<file path="src/rtl/addr_res_pkg.sv">
package addr_res_pkg;
   typedef enum logic [1:0] {
      ST_IDLE  = 2'd0,
      ST_INDEX = 2'd1,
      ST_INDIR = 2'd2,
      ST_DONE  = 2'd3
   } res_state_t;
endpackage

</file>
<file path="src/rtl/word_fields.sv">
module word_fields #(
   parameter int WORD_W    = 36,
   parameter int ADDR_W    = 15,
   parameter int OP_W      = 6,
   parameter int IDX_START = 9,
   parameter int IDX_W     = 9
) (
   input  logic [WORD_W-1:0] word,
   output logic              ind,
   output logic [IDX_W-1:0]  idx,
   output logic [ADDR_W-1:0] base
);
   localparam int IND_POS = WORD_W - 1 - OP_W;
   localparam int IDX_HI  = WORD_W - 1 - IDX_START;
   localparam int IDX_LO  = IDX_HI - IDX_W + 1;

   assign ind  = word[IND_POS];
   assign idx  = word[IDX_HI:IDX_LO];
   assign base = word[ADDR_W-1:0];
endmodule

</file>
<file path="src/rtl/oc_adder.sv">
module oc_adder #(
   parameter int W            = 15,
   parameter bit CARRY_SELECT = 1'b1
) (
   input  logic [W-1:0] a,
   input  logic [W-1:0] b,
   output logic [W-1:0] sum
);
   logic [W:0] raw;
   assign raw = {1'b0, a} + {1'b0, b};

   generate
      if (CARRY_SELECT) begin : g_csel
         logic [W:0] raw_p1;
         assign raw_p1 = raw + {{W{1'b0}}, 1'b1};
         assign sum    = raw[W] ? raw_p1[W-1:0] : raw[W-1:0];
      end else begin : g_wrap
         assign sum = raw[W-1:0] + {{(W-1){1'b0}}, raw[W]};
      end
   endgenerate
endmodule

</file>
<file path="src/rtl/addr_resolver.sv">
module addr_resolver
   import addr_res_pkg::*;
#(
   parameter int WORD_W       = 36,
   parameter int ADDR_W       = 15,
   parameter int OP_W         = 6,
   parameter int IDX_START    = 9,
   parameter int IDX_W        = 9,
   parameter int CNT_W        = 8,
   parameter bit CARRY_SELECT = 1'b1
) (
   input  logic              clk,
   input  logic              rst_n,
   input  logic              start,
   input  logic [WORD_W-1:0] instr,
   output logic              busy,
   output logic              done,
   output logic              mem_rd_en,
   output logic [ADDR_W-1:0] mem_rd_addr,
   input  logic [WORD_W-1:0] mem_rd_data,
   output logic [ADDR_W-1:0] eff_addr,
   output logic [CNT_W-1:0]  extra_cycles
);
   localparam int IDX_LO_POS = WORD_W - IDX_START - IDX_W;
   localparam logic [CNT_W-1:0] CNT_MAX = {CNT_W{1'b1}};

   generate
      if (IDX_LO_POS < ADDR_W) begin : g_bad_layout
         $error("index field overlaps base address");
      end
      if (IDX_W >= ADDR_W) begin : g_bad_idx
         $error("index selector must be narrower than address");
      end
      if (IDX_START <= OP_W) begin : g_bad_flag
         $error("index field overlaps indirect flag");
      end
   endgenerate

   res_state_t        state_q;
   logic              phase_q;
   logic [ADDR_W-1:0] addr_q;
   logic [IDX_W-1:0]  idx_q;
   logic              ind_q;
   logic [CNT_W-1:0]  cnt_q;

   logic              in_ind, md_ind;
   logic [IDX_W-1:0]  in_idx, md_idx;
   logic [ADDR_W-1:0] in_base, md_base;
   logic [ADDR_W-1:0] idx_sum;
   logic [CNT_W-1:0]  cnt_next;

   word_fields #(.WORD_W(WORD_W), .ADDR_W(ADDR_W), .OP_W(OP_W),
                 .IDX_START(IDX_START), .IDX_W(IDX_W)) u_in_fields (
      .word(instr), .ind(in_ind), .idx(in_idx), .base(in_base));

   word_fields #(.WORD_W(WORD_W), .ADDR_W(ADDR_W), .OP_W(OP_W),
                 .IDX_START(IDX_START), .IDX_W(IDX_W)) u_md_fields (
      .word(mem_rd_data), .ind(md_ind), .idx(md_idx), .base(md_base));

   oc_adder #(.W(ADDR_W), .CARRY_SELECT(CARRY_SELECT)) u_add (
      .a(addr_q), .b(mem_rd_data[ADDR_W-1:0]), .sum(idx_sum));

   assign cnt_next = (cnt_q == CNT_MAX) ? cnt_q : cnt_q + {{(CNT_W-1){1'b0}}, 1'b1};

   always_ff @(posedge clk or negedge rst_n) begin
      if (!rst_n) begin
         state_q <= ST_IDLE;
         phase_q <= 1'b0;
         addr_q  <= '0;
         idx_q   <= '0;
         ind_q   <= 1'b0;
         cnt_q   <= '0;
      end else begin
         case (state_q)
            ST_IDLE: begin
               if (start) begin
                  addr_q  <= in_base;
                  idx_q   <= in_idx;
                  ind_q   <= in_ind;
                  cnt_q   <= '0;
                  phase_q <= 1'b0;
                  if (in_idx != '0)  state_q <= ST_INDEX;
                  else if (in_ind)   state_q <= ST_INDIR;
                  else               state_q <= ST_DONE;
               end
            end
            ST_INDEX: begin
               if (!phase_q) begin
                  phase_q <= 1'b1;
               end else begin
                  phase_q <= 1'b0;
                  addr_q  <= idx_sum;
                  cnt_q   <= cnt_next;
                  state_q <= ind_q ? ST_INDIR : ST_DONE;
               end
            end
            ST_INDIR: begin
               if (!phase_q) begin
                  phase_q <= 1'b1;
               end else begin
                  phase_q <= 1'b0;
                  addr_q  <= md_base;
                  idx_q   <= md_idx;
                  ind_q   <= md_ind;
                  cnt_q   <= cnt_next;
                  if (md_idx != '0)  state_q <= ST_INDEX;
                  else if (md_ind)   state_q <= ST_INDIR;
                  else               state_q <= ST_DONE;
               end
            end
            default: state_q <= ST_IDLE;
         endcase
      end
   end

   always_comb begin
      mem_rd_en   = ((state_q == ST_INDEX) || (state_q == ST_INDIR)) && !phase_q;
      mem_rd_addr = (state_q == ST_INDEX) ? {{(ADDR_W-IDX_W){1'b0}}, idx_q} : addr_q;
   end

   assign busy         = (state_q != ST_IDLE);
   assign done         = (state_q == ST_DONE);
   assign eff_addr     = addr_q;
   assign extra_cycles = cnt_q;
endmodule

</file>
<file path="config.mk">
export PLATFORM = sky130hd
export DESIGN_NAME = addr_resolver
export DESIGN_NICKNAME = d
export VERILOG_FILES = /design/src/rtl/addr_res_pkg.sv /design/src/rtl/word_fields.sv /design/src/rtl/oc_adder.sv /design/src/rtl/addr_resolver.sv
export SDC_FILE = /design/constraint.sdc
export NUM_CORES = 1
export LEC_CHECK = 0
export ABC_AREA = 1
export BUFFER_PORTS_ARGS = -buffer_cell sky130_fd_sc_hd__buf_2
export CAP_MARGIN = 30
export CORE_MARGIN = 4
export CORE_UTILIZATION = 25
export DETAILED_ROUTE_END_ITERATION = 7
export PLACE_DENSITY = 0.48
export SLEW_MARGIN = 20
export SYNTH_ARGS = -nofsm -noshare
export SYNTH_HDL_FRONTEND = slang
export SYNTH_SLANG_ARGS = --single-unit
</file>
<file path="constraint.sdc">
create_clock -name clk -period 3.8 [get_ports clk]
set_input_delay 0.95 -clock clk [delete_from_list [all_inputs] [get_ports clk]]
set_output_delay 0.95 -clock clk [all_outputs]
set_load 0.02 [all_outputs]
</file>
# After elaboration in Yosys (flattened, before gate mapping)
# Cells that the tools add are included.
# word_totals
regBits	36
inputBits	75
out_inout_bits	41
elab_cells	62
# classes
n_addsub	3
n_eq_ne	9
muxes	28
reduce_logical	16
# op_table
cell	count
$mux W15	5
$pmux W15 S3	1
$mux W8	3
$mux W9	2
$pmux W9 S2	1
$reduce_bool A9 Y1	2
$add A15 B15 Y16	1
$pmux W8 S2	1
$add A15 B1 Y15 const B	1
$mux W2	5
$add A8 B1 Y8 const B	1
$eq A8 B8 Y1 const B	1
$ne A2 B2 Y1 const B	4
$reduce_and A4 Y1	2
$mux W1	7
$pmux W2 S3	1
$reduce_and A3 Y1	2
$reduce_bool A2 Y1	3
$eq A2 B2 Y1 const B	2
$pmux W1 S2	2
$reduce_bool A3 Y1	1
$eq A2 B1 Y1 const B	1
$logic_not A2 Y1	1
$ne A2 B1 Y1 const B	1
other kinds (5)	5

# Longest topological paths before layout
# Gate-level depths: netlist of run 1.
# depth
word_depth	5
ltp_mapped	19
depth_no_buf	19

# Cells and area by module
# A second synthesis of run 1 with hierarchy kept.
# hier_totals
cells_unflattened	629
hier_area_um2	4199.0
# modules_own_cells
mod	n_inst	cells_per_inst	area_per_inst_um2	seq_area_each_um2
addr_resolver	1	302	2369.8	900.9
oc_adder	1	277	1453.9	0.0
word_fields	2	25	187.7	0.0

# Worst setup path after synthesis of run 1
# Ideal clock, no wire load.
# synth_timing
path_type	input-to-reg
from	input port mem_rd_data[0]
to	register addr_q[11], in the netlist eff_addr[11]
setup_time_ns	0.118
arrival_ns	2.758
required_time_ns	3.682
slack_ns	0.924
path_stages	17
n_path_buf	0
cell_sequence	ha_1 inv_1 fa_1 inv_1 nand2_1 nor2_4 nand3_2 nor2_2 nand2_2 nor2_4 nand3_2 nor2_4 nand3_1 nand3_1 nand2_1 nand2_1 o21ai_2
# synth_between
elab_chain_cells	5
# synth_rtl
element	line	rtl
start: declaration	addr_resolver.sv:20	input logic [WORD_W-1:0] mem_rd_data,
$add A15 B15 Y16 *	oc_adder.sv:10	assign raw = {1'b0, a} + {1'b0, b};
$add A15 B1 Y15	oc_adder.sv:15	assign raw_p1 = raw + {{W{1'b0}}, 1'b1};
$mux W15 *	oc_adder.sv:16	assign sum = raw[W] ? raw_p1[W-1:0] : raw[W-1:0];
$mux W15 *	addr_resolver.sv:88	if (!phase_q) begin
$pmux W15 S3 *	addr_resolver.sv:74	case (state_q)
end signal: assignment	addr_resolver.sv:77	addr_q <= in_base;
end signal: assignment	addr_resolver.sv:92	addr_q <= idx_sum;
end signal: assignment	addr_resolver.sv:102	addr_q <= md_base;
end: declaration	addr_resolver.sv:41	logic [ADDR_W-1:0] addr_q;
# Mark *: on every way between the ends. The rest lies on a longest branch, timed or not. The select of a mux whose other input is x is not followed.
# A chain may end at the register's enable or synchronous reset.

# Worst setup path in the final report of run 1
# Same ends and word-level chain as after synthesis.

==> impl_metrics.py, run 1 <==
metrics = {
    "worst_setup_path": {
        "worst-endpoint-arrival_ns": 3.15,
        "worstSetupPathType": "input pin to flop",
        "worstReg2RegEnd": "eff_addr[11]$_DFFE_PN0P_",
        "worstPathRequired_ns": 3.96,
        "r2r_cells": 17,
        "critPathMaxFanout": 4,
        "worst-r2r-setup-slack_ns": 1.20,
        "crit_path_end_kind": "flop",
        "worstSetupStartpointType": "input pin",
        "r2r_start": "eff_addr[0]$_DFFE_PN0P_",
    },
    "clock_tree": {
        "htree_levels": 2,
        "postCtsSetupBuffers": 0,
        "cell_chosen_for_the_clock_root": "clkbuf_16",
        "worst_setup_hold_path_clk_slew_ns": 0.06,
        "tritoncts_clock_tree": "built",
        "worst_skew_pair.late_latency_ns": 0.28,
        "cts_made_buffers": 5,
        "cts_repair_resizes": 0,
        "cts_hold_buf": 0,
        "clockBufferDepth": 2,
        "clock-sinks": 36,
    },
    "hold_path": {
        "timing.hold.worst.class": "input pin to asynchronous set/reset pin",
    },
    "synth": {
        "yosysWarningCount": 0,
        "syn_area_per_cell_um2": 6.20,
        "flip_flop_and_latch_count_after_synthesis": 36,
        "ys_types": 39,
        "netlist_instances": 565,
        "synth-edff-count": 0,
        "syn_area_mm2": 0.00350,
        "syn_nets": 662,
        "synth.yosys.seq_area_share_pct": 25.7,
        "ys.flop_type": "dfrtp_1",
        "async_flop_share_pct": 100,
    },
    "timing": {
        "hold_violations": 0,
        "hold_slack_ns": 0.518,
        "slew_violations": 0,
        "fin_crit_sh_pct": 78.6,
        "max_slew_margin_pct": 65.2,
        "fin_tns_setup_ns": 0,
        "setup_viol": 0,
        "worst_slew_pin_slew_ns": 0.520,
        "clock-skew-final_ns": 0.00391,
        "post-route-min-period_ns": 2.99,
        "grt_setup_unrepaired": "no",
        "achievable_frequency_ghz": 0.335,
    },
    "floorplanning": {
        "placement_rows": 42,
        "ios": 116,
        "design.die.area_mm2": 0.0160,
        "floorplan.initialDensity_pct": 26.0,
        "die_w_um": 126,
        "floorplan.core_area_mm2": 0.0135,
        "floorplan.die.height_um": 126,
    },
    "global_routing": {
        "global_route_congestion_overflow_total": 0,
        "global_route_wire_length_before_repair_um": 18100,
        "gr-usage-met1_pct": 17.6,
        "antenna_found_initial": 0,
        "track_usage_pct": 13.6,
        "grt_util_met3_pct": 1.85,
        "grt_pass1_vias": 3877,
        "grt_max_degree": 37,
        "globalRouteMet2Util_pct": 23.4,
        "globalRoute.busiestLayer": "met2",
    },
    "route": {
        "totalWireLength_um": 10900,
        "post_drt_wl_per_cell_um": 13.1,
        "drt_iter0_markers": 159,
        "routed_via_density": 4.63,
        "antenna_violating_nets_post_route": 0,
        "route.vias.total": 3861,
        "detail_route.drc_violations": 0,
        "dr.pass1.iters": 5,
    },
    "power": {
        "cellPowerDensity_mw_per_mm2": 983,
        "p_leak_nw": 2.28,
        "max-vdd-ir-drop_uv": 461,
    },
    "cells_and_area": {
        "syn2layout_area_growth_pct": 23.7,
        "layout_utilization_pct": 32.2,
        "filler_cell_count": 1513,
        "mostFrequentLayoutCell": "nand2_1",
        "antennaDiodeCount": 0,
        "final_layout_size_suffix_gt1_share_pct": 20.5,
        "postLayoutCellArea_mm2": 0.00433,
        "mostFrequentLayoutCells": "166 x nand2_1, 93 x buf_2, 78 x inv_1",
        "final_nets": 754,
    },
    "placed_design": {
        "place_hpwl_um": 8850,
        "numPortBuffers": 93,
        "dpl-instance-area_mm2": 0.00416,
        "place_congestion": 0.867,
    },
    "job": {
        "max_cap_violations": 0,
    },
    "outcome": {
        "run_status": "complete, no violations",
    },
}
metal layers:
| metal | up-vias | part of all wire, % |
|---|---|---|
| met3 | 18 | 4.4 |
| met5 | - | 0 |
| met1 | 1732 | 48 |
| met4 | 0 | 2.0 |
| met2 | 100 | 46 |
| li1 | 2011 | - |
worst max path at each step:
stage | start | cells past startpoint | endpoint | slack [ns]
after global placement | mem_rd_data[0] | 18 | eff_addr[11]$_DFFE_PN0P_ | 0.54
final | mem_rd_data[0] | 18 | eff_addr[11]$_DFFE_PN0P_ | 0.81
after detailed placement | mem_rd_data[0] | 18 | eff_addr[11]$_DFFE_PN0P_ | 0.51
after CTS | mem_rd_data[0] | 18 | eff_addr[11]$_DFFE_PN0P_ | 0.81
after floorplan | mem_rd_data[0] | 17 | eff_addr[11]$_DFFE_PN0P_ | 0.92
after global routing | mem_rd_data[0] | 19 | eff_addr[8]$_DFFE_PN0P_ | 0.52
state kept, by name (all words and copies together), names as in the netlist:
name,flops
idx_q,9
phase_q,1
state_q,2
extra_cycles,8
eff_addr,15
ind_q,1
report_power, final:
part	internal, W	switching [W]	total [W]
Combinational	0.00102	0.00210	0.00312
Sequential	0.000565	0.000154	0.000719
Clock	0.000262	0.000157	0.000419
Yosys cell counts, types with 7 or more instances:
| cell | number | area, µm² |
|---|---|---|
| clkbuf_1 | 9 | 33.8 |
| o21ai_1 | 7 | 35.0 |
| nand2_2 | 10 | 62.6 |
| nand4_1 | 7 | 43.8 |
| o21ai_0 | 24 | 120 |
| nand2_1 | 166 | 623 |
| a21oi_1 | 39 | 195 |
| dfrtp_1 | 36 | 901 |
| nor3_1 | 11 | 55.1 |
| ha_1 | 21 | 263 |
| inv_1 | 78 | 293 |
| nand3_1 | 38 | 190 |
| nor2_1 | 59 | 221 |
| a31oi_1 | 10 | 62.6 |
kinds of logic (layout without fill, tap and decap cells):
| group | Yosys count | after routing | synth area share, % |
|---|---|---|---|
| compound gates | 101 | 101 | 16.9 |
| fa+ha+maj | 22 | 22 | 8.08 |
| flops | 36 | 36 | 25.7 |
| buf+inv | 98 | 191 | 11.0 |
| simple gates | 308 | 308 | 38.3 |
layout make-up:
class	count	area, µm²	share of cell area, %
Multi-Input combinational cell	431	2220	51.2
Sequential cell	36	901	20.8
Timing Repair Buffer	101	538	12.4
Inverter	82	308	7.11
Tap cell	176	220	5.09
Clock buffer	8	146	3.38
stage by stage:
| stage | power (W) | instances | setup WS [ns] |
|---|---|---|---|
| floorplan | 0.00300 | 565 | 0.924 |
| global placement | 0.00382 | 825 | 0.539 |
| detailed placement | 0.00384 | 825 | 0.515 |
| CTS | 0.00428 | 833 | 0.805 |
| global route | 0.00472 | 834 | 0.523 |
| finish | 0.00425 | 834 | 0.813 |
worst max-delay path, stage by stage:
cell and delay [ns]:
buf_2 0.10, ha_1 0.22, inv_1 0.07, fa_1 0.40, inv_1 0.12, nand3_1 0.10, nand2_1 0.15, nand2_1 0.10
nand3_1 0.09, nand2_2 0.10, nor2_4 0.17, nand3_2 0.10, nor2_4 0.12, nand3_1 0.08, nand3_1 0.09, nand2_1 0.06
nand2_1 0.07, o21ai_2 0.05
(Power assumes the default switching activity.)
==> inputs of run 2 (changes only) <==
- PLACE_DENSITY: 0.48 -> 0.5
- clock period: 3.8 -> 2.4 ns (I/O delays scaled with it)
==> run 2 against run 1 <==
Compared with the run above: critical path depth unchanged; via count is 9.1% higher; sequential share of layout area fell by 3.1 points; non-clock buffer count up 82; sequential power rose by 57%; clock power is 57% higher; largest cell class unchanged; cell count is 9.8% higher; core utilization increased by 5.7 points; setup slack got worse by 0.78 ns; total power increased by 86%; highest routed layer unchanged; combinational power is 96% higher; clock-buffer cell count stayed put.
==> impl_metrics.py, run 2 (synthesis gave the netlist of run 1 again) <==
metrics = {
    "outcome": {
        "run_status": "complete, no violations",
    },
    "cells_and_area": {
        "final_nets": 836,
        "mostFrequentLayoutCells": "157 x nand2_1, 92 x buf_2, 87 x buf_4",
        "layout_utilization_pct": 37.9,
        "mostFrequentLayoutCell": "nand2_1",
        "final_layout_size_suffix_gt1_share_pct": 34.5,
        "syn2layout_area_growth_pct": 45.7,
        "antennaDiodeCount": 0,
        "largest_register_ffs": 15,
    },
    "timing": {
        "setup_viol": 0,
        "clock-skew-final_ns": 0.00393,
        "worst_slew_pin_slew_ns": 0.536,
        "hold_violations": 0,
        "max_slew_margin_pct": 64.2,
        "fin_crit_sh_pct": 98.4,
        "post-route-min-period_ns": 2.36,
        "achievable_frequency_ghz": 0.423,
        "grt_setup_unrepaired": "yes",
        "slew_violations": 0,
    },
    "floorplanning": {
        "ios": 116,
        "floorplan.initialDensity_pct": 26.0,
        "placement_rows": 42,
        "die_w_um": 126,
        "floorplan.die.height_um": 126,
        "floorplan.core_area_mm2": 0.0135,
        "design.die.area_mm2": 0.0160,
    },
    "route": {
        "route.vias.total": 4212,
        "totalWireLength_um": 11600,
        "routed_via_density": 4.60,
        "detail_route.drc_violations": 0,
        "post_drt_wl_per_cell_um": 12.7,
        "drt_iter0_markers": 147,
        "dr.pass1.iters": 4,
        "antenna_violating_nets_post_route": 0,
    },
    "worst_setup_path": {
        "worstReg2RegEnd": "eff_addr[12]$_DFFE_PN0P_",
        "worstSetupStartpointType": "flop",
        "worst-r2r-setup-slack_ns": 0.04,
        "critPathMaxFanout": 6,
        "timing.critical_path.slowest_stage_cell": "dfrtp_1",
        "worst-endpoint-arrival_ns": 2.53,
        "crit_path_max_incr_delay_ns": 0.40,
        "timing.critical_path.cells": "ha_4 > inv_2 > fa_2 > nand2_2 > nand2_4 > buf_6 > inv_2 > nand2_2 > nor2_2 > nand2_2 > nor2_4 > nand2_2 > nor2_4 > nand4_1 > nand3_1 > nand2_1 > nand2_1 > nand2_1",
        "cp-endpoint": "eff_addr[12]$_DFFE_PN0P_",
        "cp_num_cells": 18,
        "worstPathRequired_ns": 2.57,
        "worstSetupPathType": "flop to flop",
        "r2r_cells": 18,
        "critical_path.startpoint": "eff_addr[0]$_DFFE_PN0P_",
        "crit_path_end_kind": "flop",
        "r2r_start": "eff_addr[0]$_DFFE_PN0P_",
        "crit_top_cell": "nand2_2",
        "crit_family": "simple AND/OR/NAND/NOR gates",
        "path_buf_inv": 3,
    },
    "placed_design": {
        "place_hpwl_um": 9530,
        "place_congestion": 0.889,
        "numPortBuffers": 93,
    },
    "power": {
        "max-vdd-ir-drop_uv": 842,
        "power_w": 0.00790,
        "p_leak_nw": 2.68,
        "cellPowerDensity_mw_per_mm2": 1550,
    },
    "global_routing": {
        "grt_pass1_vias": 4150,
        "global_route_wire_length_before_repair_um": 19200,
        "grt_max_degree": 37,
        "global_route_congestion_overflow_total": 0,
        "track_usage_pct": 14.3,
        "antenna_found_initial": 0,
    },
    "clock_tree": {
        "tritoncts_clock_tree": "built",
        "clockBufferDepth": 2,
        "worst_skew_pair.late_latency_ns": 0.28,
        "cell_chosen_for_the_clock_root": "clkbuf_16",
        "worst_setup_hold_path_clk_slew_ns": 0.06,
        "htree_levels": 2,
        "cts_made_buffers": 5,
        "clock-sinks": 36,
    },
    "hold_path": {
        "timing.hold.worst.class": "input pin to asynchronous set/reset pin",
    },
    "job": {
        "max_cap_violations": 0,
    },
}
## run 2: layout make-up
| type | instances | area [µm²] |
|---|---|---|
| flip-flops and latches | 36 | 905 |
| inverters | 82 | 310 |
| clock buffers | 8 | 146 |
| fillers | 1479 | 8350 |
| multi-input cells | 431 | 2350 |
| well taps | 176 | 220 |
| repair buffers | 183 | 1170 |
## run 2: metrics by stage
stage,worst slack (ns),instance area [µm²],TNS [ns],std cells,hold WS (ns)
floorplan,-0.0460,3520,-0.0821,565,0.304
global placement,-0.332,4740,-3.60,899,0.542
detailed placement,-0.363,4740,-4.04,899,0.542
CTS,0.0152,4950,0,911,0.456
global route,-0.159,5100,-0.881,916,0.202
finish,0.0376,5100,0,916,0.183
## run 2: power by group
group          switching, W  internal (W)
clock network      0.000244      0.000414
registers          0.000227      0.000900
logic               0.00367       0.00245
## run 2: per-layer routing
metal  global-route usage [%]  part of all wire, %  vias to the layer above
met3                     2.19                  4.1                       14
met5                        0                    0                        -
met4                     3.41                  1.4                        0
li1                         -                    -                     2185
met2                     25.0                   48                       88
met1                     18.6                   47                     1925
## run 2: worst reg2reg max path: stages (launching register included)
cell and delay (ns):
dfrtp_1 0.40, ha_4 0.15, inv_2 0.04, fa_2 0.40
nand2_2 0.10, nand2_4 0.06, buf_6 0.12, inv_2 0.04
nand2_2 0.05, nor2_2 0.11, nand2_2 0.08, nor2_4 0.10
nand2_2 0.08, nor2_4 0.17, nand4_1 0.13, nand3_1 0.08
nand2_1 0.05, nand2_1 0.05, nand2_1 0.04
## run 2: worst min-delay path by stage
stage,start,to,slack (ns),cells past startpoint
4_1_cts,rst_n,extra_cycles[3]$_DFFE_PN0P_,0.46,1
3_3_place_gp,ind_q$_DFFE_PN0P_,ind_q$_DFFE_PN0P_,0.54,2
3_5_place_dp,ind_q$_DFFE_PN0P_,ind_q$_DFFE_PN0P_,0.54,2
6_report,rst_n,extra_cycles[3]$_DFFE_PN0P_,0.18,1
2_1_floorplan,rst_n,eff_addr[0]$_DFFE_PN0P_,0.30,0
5_1_grt,rst_n,extra_cycles[7]$_DFFE_PN0P_,0.20,1
## run 2: repair_timing
| action | in CTS | in global routing |
|---|---|---|
| setup buffers | 4 | 4 |
| setup endpoints to repair | 8 | 15 |
| hold buffers | 0 | 0 |
| pin swaps | 11 | 22 |
| gates resized for setup | 9 | 41 |
==> inputs of run 3 (changes only) <==
- CTS_CLUSTER_DIAMETER: default -> 150
- PLACE_DENSITY: 0.5 -> 0.48
- clock period: 2.4 -> 2.2 ns (I/O delays scaled with it)
==> run 3 against run 2 <==
Compared with the run above: sequential share of layout area shrank 1.4 points; hold slack gained 0.13 ns; largest cell class unchanged; sequential cell count is the same; critical endpoint unchanged; global-route usage grew 0.67 points; highest routed layer unchanged; core utilization grew 3.1 points; critical path depth shrank 1; non-clock buffer count grew 14; the run now ends with setup timing left; via count grew 0.97%.
==> impl_metrics.py, run 3 (synthesis gave the netlist of run 1 again) <==
metrics = {
    "timing": {
        "grt_setup_unrepaired": "yes",
        "slew_violations": 0,
        "post-route-min-period_ns": 2.37,
        "worst_slew_pin_slew_ns": 0.481,
        "setup_viol": 8,
        "hold_violations": 0,
        "hold_slack_ns": 0.310,
        "fin_crit_sh_pct": 108,
        "achievable_frequency_ghz": 0.423,
        "clock-skew-final_ns": 0.00436,
        "max_slew_margin_pct": 67.9,
        "layout_setup_ws_ns": -0.167,
        "fin_tns_setup_ns": -0.965,
    },
    "global_routing": {
        "grt_max_degree": 37,
        "global_route_wire_length_before_repair_um": 20000,
        "global_route_congestion_overflow_total": 0,
        "grt_pass1_vias": 4299,
        "antenna_found_initial": 0,
        "track_usage_pct": 15.0,
    },
    "worst_setup_path": {
        "worstSetupPathType": "flop to flop",
        "worst-endpoint-arrival_ns": 2.54,
        "worstSetupStartpointType": "flop",
        "timing.critical_path.slowest_stage_cell": "dfrtp_1",
        "worstPathRequired_ns": 2.37,
        "crit_path_max_incr_delay_ns": 0.41,
        "path_buf_inv": 2,
        "critPathMaxFanout": 6,
        "timing.critical_path.cells": "ha_4 > inv_2 > fa_2 > inv_2 > nand3_2 > nand3b_1 > nand2_2 > nor2_2 > nand2_2 > nor2_4 > nand2_2 > nor2_4 > nand4_1 > nand3_1 > nand2_1 > nand2_1 > nand2_1",
        "crit_family": "simple AND/OR/NAND/NOR gates",
        "crit_path_end_kind": "flop",
    },
    "cells_and_area": {
        "mostFrequentLayoutCells": "150 x nand2_1, 99 x buf_4, 93 x buf_2",
        "final_nets": 851,
        "stdcell_count": 931,
        "final_layout_size_suffix_gt1_share_pct": 39.5,
        "filler_cell_count": 1440,
        "largest_register_ffs": 15,
        "mostFrequentLayoutCell": "nand2_1",
        "antennaDiodeCount": 0,
        "syn2layout_area_growth_pct": 57.6,
    },
    "hold_path": {
        "timing.hold.worst.class": "input pin to asynchronous set/reset pin",
    },
    "placed_design": {
        "numPortBuffers": 93,
        "placed_cells": 914,
        "place_hpwl_um": 9660,
        "place_congestion": 0.839,
    },
    "power": {
        "p_leak_nw": 2.82,
        "cellPowerDensity_mw_per_mm2": 1750,
        "max-vdd-ir-drop_uv": 979,
        "power_w": 0.00965,
    },
    "clock_tree": {
        "clockBufferDepth": 2,
        "clock-sinks": 36,
        "worst_setup_hold_path_clk_slew_ns": 0.06,
        "cts_made_buffers": 5,
        "tritoncts_clock_tree": "built",
        "worst_skew_pair.late_latency_ns": 0.28,
        "htree_levels": 2,
        "cell_chosen_for_the_clock_root": "clkbuf_16",
    },
    "floorplanning": {
        "floorplan.die.height_um": 126,
        "floorplan.core_area_mm2": 0.0135,
        "placement_rows": 42,
        "design.die.area_mm2": 0.0160,
        "floorplan.initialDensity_pct": 26.0,
        "die_w_um": 126,
        "ios": 116,
    },
    "route": {
        "route.vias.total": 4253,
        "post_drt_wl_per_cell_um": 12.8,
        "drt_iter0_markers": 143,
        "dr.pass1.iters": 5,
        "routed_via_density": 4.57,
        "detail_route.drc_violations": 0,
        "totalWireLength_um": 11900,
        "antenna_violating_nets_post_route": 0,
    },
    "outcome": {
        "run_status": "complete, but fails checks",
        "violations": "setup timing",
    },
    "job": {
        "max_cap_violations": 0,
    },
}
-- run 3: cell types whose count changed in the layout (fill, tap and decap cells not counted), moves of 5 or more --
cell / before / now
buf_4: 87 / 99
nand2_1: 157 / 150
o21ai_0: 17 / 12
nand3_1: 35 / 30
ha_4: 3 / 10
nor2_1: 55 / 50
ha_1: 16 / 10
-- run 3: final timing paths --
path                                    startpoint                           to  slack [ns]  cells past startpoint
setup / recovery           eff_addr[0]$_DFFE_PN0P_     eff_addr[12]$_DFFE_PN0P_       -0.17                     17
hold / removal                               rst_n  extra_cycles[4]$_DFFE_PN0P_        0.31                      2
setup reg to reg           eff_addr[0]$_DFFE_PN0P_     eff_addr[12]$_DFFE_PN0P_       -0.17                     17
hold reg to reg               idx_q[8]$_DFFE_PN0P_         idx_q[8]$_DFFE_PN0P_        0.55                      2
max in group asynchronous                    rst_n      eff_addr[3]$_DFFE_PN0P_        1.52                      2
min in group clk                          instr[5]      eff_addr[5]$_DFFE_PN0P_        0.50                      3
-- run 3: area by class of cell --
cell class	instances	area [µm²]	share of cell area, %
Clock inverter	3	90.1	1.63
Multi-Input combinational cell	432	2600	47.1
Sequential cell	36	902	16.3
Clock buffer	5	125	2.27
Tap cell	176	220	3.99
Inverter	82	310	5.62
Timing Repair Buffer	197	1270	23.1
-- run 3: what timing repair did --
item / CTS / global route
pin swaps: 20 / 12
cloned: 2 / 0
setup endpoints to repair: 22 / 27
buffers inserted: 3 / 5
resized for setup: 30 / 62
hold buffers: 0 / 0
-- run 3: worst reg2reg max path, stage by stage (launching register included) --
cell and delay (ns):
dfrtp_1 0.41, ha_4 0.16, inv_2 0.03, fa_2 0.35, inv_2 0.09, nand3_2 0.08, nand3b_1 0.11, nand2_2 0.09
nor2_2 0.10, nand2_2 0.08, nor2_4 0.12, nand2_2 0.08, nor2_4 0.18, nand4_1 0.13, nand3_1 0.09, nand2_1 0.06
nand2_1 0.06, nand2_1 0.04
-- run 3: through the flow --
| stage | util (%) | instance area [µm²] | worst slack, ns |
|---|---|---|---|
| 2_1_floorplan | - | 3530 | -0.195 |
| 3_3_place_gp | 36.1 | 4860 | -0.460 |
| 3_5_place_dp | 36.1 | 4860 | -0.492 |
| 4_1_cts | 38.8 | 5220 | -0.160 |
| 5_1_grt | 41.0 | 5520 | -0.361 |
| 6_report | 41.0 | 5520 | -0.167 |
-- run 3: power by group --
part           switching [W]  internal [W]  total (W)
clock               0.000277      0.000764    0.00104
combinational        0.00430       0.00309    0.00739
sequential          0.000241      0.000978    0.00122
total                0.00482       0.00483    0.00965
-- run 3: per-layer routing --
metal / global-route usage (%) / up-vias / routed length [µm]
met2: 25.3 / 102 / 5520
met5: 0 / - / 0
met4: 3.91 / 0 / 219
li1: - / 2226 / -
met3: 2.48 / 16 / 573
met1: 19.9 / 1909 / 5630
